==> config.mk <==
export PLATFORM = sky130hd
export DESIGN_NAME = clkdiv_top
export DESIGN_NICKNAME = d
export VERILOG_FILES = /design/src/rtl/clkdiv_pkg.sv /design/src/rtl/clkdiv_cfg_reg.sv /design/src/rtl/clkdiv_phase_gen.sv /design/src/rtl/clkdiv_lock_mon.sv /design/src/rtl/clkdiv_edge_mux.sv /design/src/rtl/clkdiv_top.sv
export SDC_FILE = /design/constraint.sdc
export NUM_CORES = 1
export LEC_CHECK = 0
export ABC_AREA = 0
export BUFFER_PORTS_ARGS = -buffer_cell sky130_fd_sc_hd__buf_2
export CORE_ASPECT_RATIO = 0.9
export CORE_MARGIN = 5
export CORE_UTILIZATION = 57
export CTS_CLUSTER_DIAMETER = 120
export DETAILED_ROUTE_END_ITERATION = 8
export PLACE_DENSITY = 0.86
export SYNTH_ARGS = -nofsm -noshare
export SYNTH_HDL_FRONTEND = slang
export SYNTH_SLANG_ARGS = --single-unit
==> constraint.sdc <==
create_clock -name clk_in -period 5.2 [get_ports clk_in]
set_input_delay 1.04 -clock clk_in [delete_from_list [all_inputs] [get_ports clk_in]]
set_output_delay 1.04 -clock clk_in [all_outputs]
set_load 0.1 [all_outputs]
==> src/rtl/clkdiv_pkg.sv <==
package clkdiv_pkg;
  localparam int CNT_W     = 6;
  localparam int WORD_W    = 15;
  localparam int LO_LSB    = 0;
  localparam int HI_LSB    = 6;
  localparam int STRETCH_B = 12;
  localparam int PASS_B    = 13;
  localparam int HOLD_B    = 14;

  typedef struct packed {
    logic [CNT_W-1:0] lo;
    logic [CNT_W-1:0] hi;
    logic             stretch;
    logic             pass;
  } div_cfg_t;

  // Pass-through is forced when either phase count is zero
  function automatic div_cfg_t decode_word(input logic [WORD_W-1:0] w);
    div_cfg_t c;
    c.lo      = w[LO_LSB +: CNT_W];
    c.hi      = w[HI_LSB +: CNT_W];
    c.stretch = w[STRETCH_B];
    c.pass    = w[PASS_B] | (c.lo == '0) | (c.hi == '0);
    return c;
  endfunction
endpackage

==> src/rtl/clkdiv_cfg_reg.sv <==
module clkdiv_cfg_reg
  import clkdiv_pkg::*;
#(
  parameter int                BUS_W      = 32,
  parameter logic [WORD_W-1:0] RESET_WORD = 15'h2000
) (
  input  logic             clk_i,
  input  logic             rst_ni,
  input  logic             we_i,
  input  logic [BUS_W-1:0] wdata_i,
  input  logic             ack_i,
  output logic [BUS_W-1:0] rdata_o,
  output div_cfg_t         pend_o,
  output logic             req_o,
  output logic             commit_o
);
  localparam int PAD_W = BUS_W - WORD_W;

  logic [WORD_W-1:0] word_q;
  logic              req_q;
  logic              unused_hi;

  assign unused_hi = ^wdata_i[BUS_W-1:WORD_W];
  assign commit_o  = we_i & ~wdata_i[HOLD_B];

  always_ff @(posedge clk_i or negedge rst_ni) begin
    if (!rst_ni) begin
      word_q <= RESET_WORD;
      req_q  <= 1'b0;
    end else begin
      if (we_i) word_q <= wdata_i[WORD_W-1:0];
      if (commit_o)   req_q <= 1'b1;
      else if (ack_i) req_q <= 1'b0;
    end
  end

  assign rdata_o = {{PAD_W{1'b0}}, word_q};
  assign pend_o  = decode_word(word_q);
  assign req_o   = req_q;
endmodule

==> src/rtl/clkdiv_phase_gen.sv <==
module clkdiv_phase_gen
  import clkdiv_pkg::*;
(
  input  logic     clk_i,
  input  logic     rst_ni,
  input  logic     req_i,
  input  div_cfg_t pend_i,
  output logic     ack_o,
  output logic     div_o,
  output logic     stretch_o,
  output logic     pass_o
);
  localparam int PER_W = CNT_W + 1;

  div_cfg_t         act_q, act_n;
  logic [PER_W-1:0] cnt_q, cnt_n, last_pos;
  logic             div_q, div_n, boundary;

  assign last_pos = {1'b0, act_q.lo} + {1'b0, act_q.hi} - PER_W'(1);
  assign boundary = act_q.pass | (cnt_q == last_pos);
  assign ack_o    = boundary & req_i;

  always_comb begin
    act_n = act_q;
    if (boundary) begin
      if (ack_o) act_n = pend_i;
      cnt_n = '0;
      div_n = ~act_n.pass;
    end else begin
      cnt_n = cnt_q + PER_W'(1);
      div_n = (cnt_n < {1'b0, act_q.hi});
    end
  end

  always_ff @(posedge clk_i or negedge rst_ni) begin
    if (!rst_ni) begin
      act_q <= '{lo: '0, hi: '0, stretch: 1'b0, pass: 1'b1};
      cnt_q <= '0;
      div_q <= 1'b0;
    end else begin
      act_q <= act_n;
      cnt_q <= cnt_n;
      div_q <= div_n;
    end
  end

  assign div_o     = div_q;
  assign stretch_o = act_q.stretch;
  assign pass_o    = act_q.pass;
endmodule

==> src/rtl/clkdiv_lock_mon.sv <==
module clkdiv_lock_mon #(
  parameter int LOCK_CYCLES = 16
) (
  input  logic clk_i,
  input  logic rst_ni,
  input  logic commit_i,
  input  logic ack_i,
  output logic locked_o
);
  localparam int LC_W = (LOCK_CYCLES > 1) ? $clog2(LOCK_CYCLES) : 1;

  logic [LC_W-1:0] lc_q;
  logic            run_q, locked_q;

  always_ff @(posedge clk_i or negedge rst_ni) begin
    if (!rst_ni) begin
      lc_q     <= '0;
      run_q    <= 1'b0;
      locked_q <= 1'b1;
    end else if (commit_i) begin
      locked_q <= 1'b0;
      run_q    <= 1'b0;
    end else if (ack_i) begin
      locked_q <= 1'b0;
      run_q    <= 1'b1;
      lc_q     <= '0;
    end else if (run_q) begin
      if (lc_q == LC_W'(LOCK_CYCLES - 1)) begin
        locked_q <= 1'b1;
        run_q    <= 1'b0;
      end else begin
        lc_q <= lc_q + LC_W'(1);
      end
    end
  end

  assign locked_o = locked_q;
endmodule

==> src/rtl/clkdiv_edge_mux.sv <==
module clkdiv_edge_mux (
  input  logic clk_i,
  input  logic rst_ni,
  input  logic div_i,
  input  logic stretch_i,
  input  logic pass_i,
  output logic clk_o
);
  logic neg_q;

  // Falling-edge copy extends the high phase by half an input cycle
  always_ff @(negedge clk_i or negedge rst_ni) begin
    if (!rst_ni) neg_q <= 1'b0;
    else         neg_q <= div_i;
  end

  assign clk_o = pass_i ? clk_i : (div_i | (stretch_i & neg_q));
endmodule

==> src/rtl/clkdiv_top.sv <==
module clkdiv_top
  import clkdiv_pkg::*;
#(
  parameter int BUS_W       = 32,
  parameter int LOCK_CYCLES = 16
) (
  input  logic             clk_in,
  input  logic             rst_n,
  input  logic             cfg_we,
  input  logic [BUS_W-1:0] cfg_wdata,
  output logic [BUS_W-1:0] cfg_rdata,
  output logic             clk_out,
  output logic             locked
);
  div_cfg_t pend;
  logic     req, ack, commit, div_lvl, stretch, pass;

  clkdiv_cfg_reg #(.BUS_W(BUS_W)) u_cfg (
    .clk_i(clk_in), .rst_ni(rst_n), .we_i(cfg_we), .wdata_i(cfg_wdata),
    .ack_i(ack), .rdata_o(cfg_rdata), .pend_o(pend), .req_o(req),
    .commit_o(commit)
  );

  clkdiv_phase_gen u_phase (
    .clk_i(clk_in), .rst_ni(rst_n), .req_i(req), .pend_i(pend),
    .ack_o(ack), .div_o(div_lvl), .stretch_o(stretch), .pass_o(pass)
  );

  clkdiv_lock_mon #(.LOCK_CYCLES(LOCK_CYCLES)) u_lock (
    .clk_i(clk_in), .rst_ni(rst_n), .commit_i(commit), .ack_i(ack),
    .locked_o(locked)
  );

  clkdiv_edge_mux u_mux (
    .clk_i(clk_in), .rst_ni(rst_n), .div_i(div_lvl), .stretch_i(stretch),
    .pass_i(pass), .clk_o(clk_out)
  );
endmodule

Yosys cells after proc, flatten, opt, wreduce, memory -nomap -nowiden
Index checks and enable logic that the tools add are counted.
{ "word_totals": {"register_bits": 45, "output_inout_bits": 34} }
{ "classes": {"addsub": 4, "order_cmp": 1, "n_eq_ne": 4, "muxes": 18, "bitwise": 10, "reduce_logical": 9} }
{ "ops": {"columns": ["op", "count"], "rows": [
  ["two-way mux 14 bit", 2],
  ["zero test 6 bit", 2],
  ["two-way mux 1 bit", 12],
  ["two-way mux 4 bit", 3],
  ["adder 6 x 6 -> 7 bit", 1],
  ["adder 7 x 1 -> 7 bit (second input constant)", 1],
  ["equality test 7 bit", 1],
  ["< comparator 7 x 6 -> 1 bit", 1],
  ["two-way mux 7 bit", 1],
  ["subtractor 7 x 1 -> 7 bit (second input constant)", 1],
  ["nonzero test 3 bit", 2],
  ["adder 4 x 1 -> 4 bit (second input constant)", 1],
  ["equality test 4 bit (second input constant)", 1],
  ["!= test 2 bit (second input constant)", 2],
  ["bitwise OR 1 bit", 4],
  ["AND reduction 2 bit", 2],
  ["nonzero test 2 bit", 2],
  ["AND 1 bit", 3],
  ["inverter 1 bit", 3],
  ["AND reduction 3 bit", 1]
]} }

Longest topological paths before layout
{ "depth": {"depth_word": 9, "mapped_depth": 13} }

By module
A second synthesis with hierarchy kept.
{ "hier_totals": {"hier_cells": 247, "area_unflattened_um2": 2716.4} }
{ "by_module_without_submodules": {"columns": ["module", "instances", "cells_each", "area_per_inst_um2", "seq_area_each_um2"], "rows": [
  ["clkdiv_phase_gen", 1, 137, 1465.2, 551.8],
  ["clkdiv_cfg_reg", 1, 72, 857.1, 401.6],
  ["clkdiv_lock_mon", 1, 34, 347.8, 151.4],
  ["clkdiv_edge_mux", 1, 4, 46.3, 25.0]
]} }

==> flow_metrics.py <==
metrics = {
    "setup_path": {
        "worst_setup_path_start_kind": "flip-flop",
        "worstRegToRegCells": 12,
        "crit_required_ns": 4.16,
        "path_max_fanout": 1,
        "endpoint_kind": "primary output",
        "arrival_ns": 4.00,
        "critPathKind": "reg2out",
    },
    "place": {
        "port_buffers": 34,
        "place.gp.congestion": 0.7777,
        "dpl.hpwl_um": 3556,
        "pre_cts_slack_ns": 0.6053,
        "placed_area_mm2": 0.002724,
    },
    "final_layout": {
        "nets": 324,
        "layout_common_cells": "dfrtp_1, buf_2, inv_1",
        "regArea_mm2": 0.001130,
        "syn2layout_area_growth_pct": 11.32,
        "mostFrequentLayoutCell": "dfrtp_1",
        "final_area_mm2": 0.002855,
        "multi_input_area_mm2": 0.001245,
        "diodes": 0,
        "num-fill-cells": 319,
        "drive_above_1_share": 0.3100,
    },
    "sta": {
        "tightest_slew_ns": 0.5339,
        "setup_viol": 0,
        "hold_viol": 0,
        "tns_ns": 0,
        "maxSlewViolCount": 0,
        "rsz0062_at_grt": "no",
        "max-slew-margin-rel": 0.6441,
        "fin_skew_ns": 0.01659,
        "fin_ws_ns": 0.1614,
    },
    "logic_synthesis": {
        "synthTopCellsByArea": "dfrtp_1, mux2_2, ha_1",
        "synth_edf_count": 0,
        "ys.flop_type": "dfrtp_1",
        "yosys.area.top_type": "dfrtp_1",
        "yosysSeqAreaShare": 0.4405,
        "avgSynthCellArea_um2": 11.15,
        "synthCells": 230,
        "ys_warn_count": 0,
        "async_reset_ff_frac": 1.000,
        "synthesis.area_mm2": 0.002565,
        "yosys.area.top_type_share": 0.4000,
        "ys_ff_latch": 45,
        "ys_types": 47,
    },
    "power": {
        "vdd_drop_max_mv": 0.3138,
        "power.density_mw_per_mm2": 304.8,
        "p_total_uw": 870.4,
        "leakagePower_uw": 0.001402,
    },
    "clock_tree": {
        "postCtsHoldBufs": 0,
        "cts_setup_buffers": 0,
        "cts_tree": "done",
        "cts_resized": 0,
        "path_clk_slew_ns": 0.07,
        "clock_latency_ns": 0.42,
    },
    "routing": {
        "wire_per_inst_um": 14.51,
        "ant_nets": 0,
        "dr.pass1.iters": 4,
        "totalWireLength_um": 4833,
        "viasPerCell": 5.102,
        "vias": 1699,
        "drc": 0,
        "drtIter0Drc": 68,
    },
    "worst_hold_path": {
        "hp-class": "reg2reg",
        "hold_depth": 1,
    },
    "global_routing": {
        "grt_pass1_vias": 1831,
        "antenna_found_initial": 0,
        "grt_usage": 0.1861,
        "grt_overflow": 0,
        "grt_max_degree": 45,
        "grt_pass1_wl_um": 8197,
    },
    "die": {
        "rows": 23,
        "pin_count": 69,
        "dieArea_mm2": 0.005943,
        "die_y_um": 73.64,
        "fp.dieW_um": 80.71,
        "coreArea_mm2": 0.004403,
        "initial_core_util": 0.5826,
    },
    "outcome": {
        "status": "finished clean",
    },
    "run": {
        "max-cap-violations": 0,
    },
}
## worst paths after layout
| path | start | endpoint | slack (ns) |
|---|---|---|---|
| max in group asynchronous | rst_n | u_mux.neg_q | 2.20 |
| max | u_mux.neg_q | clk_out | 0.16 |
| min reg2reg | u_phase.act_q[3] | u_phase.act_q[3] | 0.51 |
| min in group asynchronous | rst_n | u_phase.stretch_o | 0.72 |
| min | u_phase.act_q[3] | u_phase.act_q[3] | 0.51 |
| max reg2reg | u_phase.act_q[3] | u_phase.act_q[2] | 2.04 |
## registers in the layout (all words and copies together), names as in the netlist
name               cells
u_cfg.word_q          15
u_phase.cnt_q          7
u_phase.div_o          1
u_lock.locked_o        1
u_mux.neg_q            1
u_phase.act_q         12
u_phase.stretch_o      1
u_phase.pass_o         1
u_lock.run_q           1
u_cfg.req_o            1
u_lock.lc_q            4
## stage by stage
step / hold WS (ns) / util / cells
after detailed placement: 0.4962 / 0.6186 / 322
after global placement: 0.4896 / 0.6186 / 322
after CTS: 0.5127 / 0.6485 / 333
final: 0.5104 / 0.6485 / 333
after floorplan: 0.4806 / - / 246
after global routing: 0.5276 / 0.6485 / 333
## logic make-up after synthesis
kind of cell / count (synthesis) / share of synthesized area
compound gates: 23 / 0.06293
xor+xnor: 14 / 0.04781
fa+ha+maj: 19 / 0.09561
buf+inv: 46 / 0.09902
flops: 45 / 0.4405
mux: 29 / 0.1356
other cells: 1 / 0.001462
simple gates: 53 / 0.1171
## critical path, cell delays in order, from the launching register on
cell	delay, ns
dfrtn_1	0.39
a21oi_1	0.06
o21ai_2	0.10
buf_2	0.43
## cell type report
cell class | instances | share of cell area
repair buffers | 34 | 0.06047
clock buffers | 12 | 0.04777
well taps | 62 | 0.02717
multi-input cells | 155 | 0.4360
inverters | 25 | 0.03287
flip-flops and latches | 45 | 0.3957
## metal layers
metal / wire length (um) / track usage / share of wire / vias to the layer above
met5: 0 / 0 / 0 / -
li1: - / - / - / 818
met2: 2381 / 0.3033 / 0.49 / 53
met3: 278 / 0.05147 / 0.058 / 10
met1: 2061 / 0.2259 / 0.43 / 818
met4: 111 / 0.09756 / 0.023 / 0
## Yosys cell counts, types with 4 or more instances
master / number
buf_4: 17
nor3_1: 4
o21ai_0: 6
nor2_1: 7
mux2_2: 22
xnor2_1: 6
nor2b_1: 5
dfrtp_1: 41
xor2_1: 8
a21oi_1: 4
nand2_1: 12
o22ai_1: 4
inv_1: 25
mux2_4: 6
ha_1: 18
nand3_1: 9
## power by group
part	total, uW	switching, uW	internal, uW
registers	391	21.0	370
clock network	277	120	157
logic	202	170	32.1
total	870	311	560
Power figures use the tool's default switching activity.
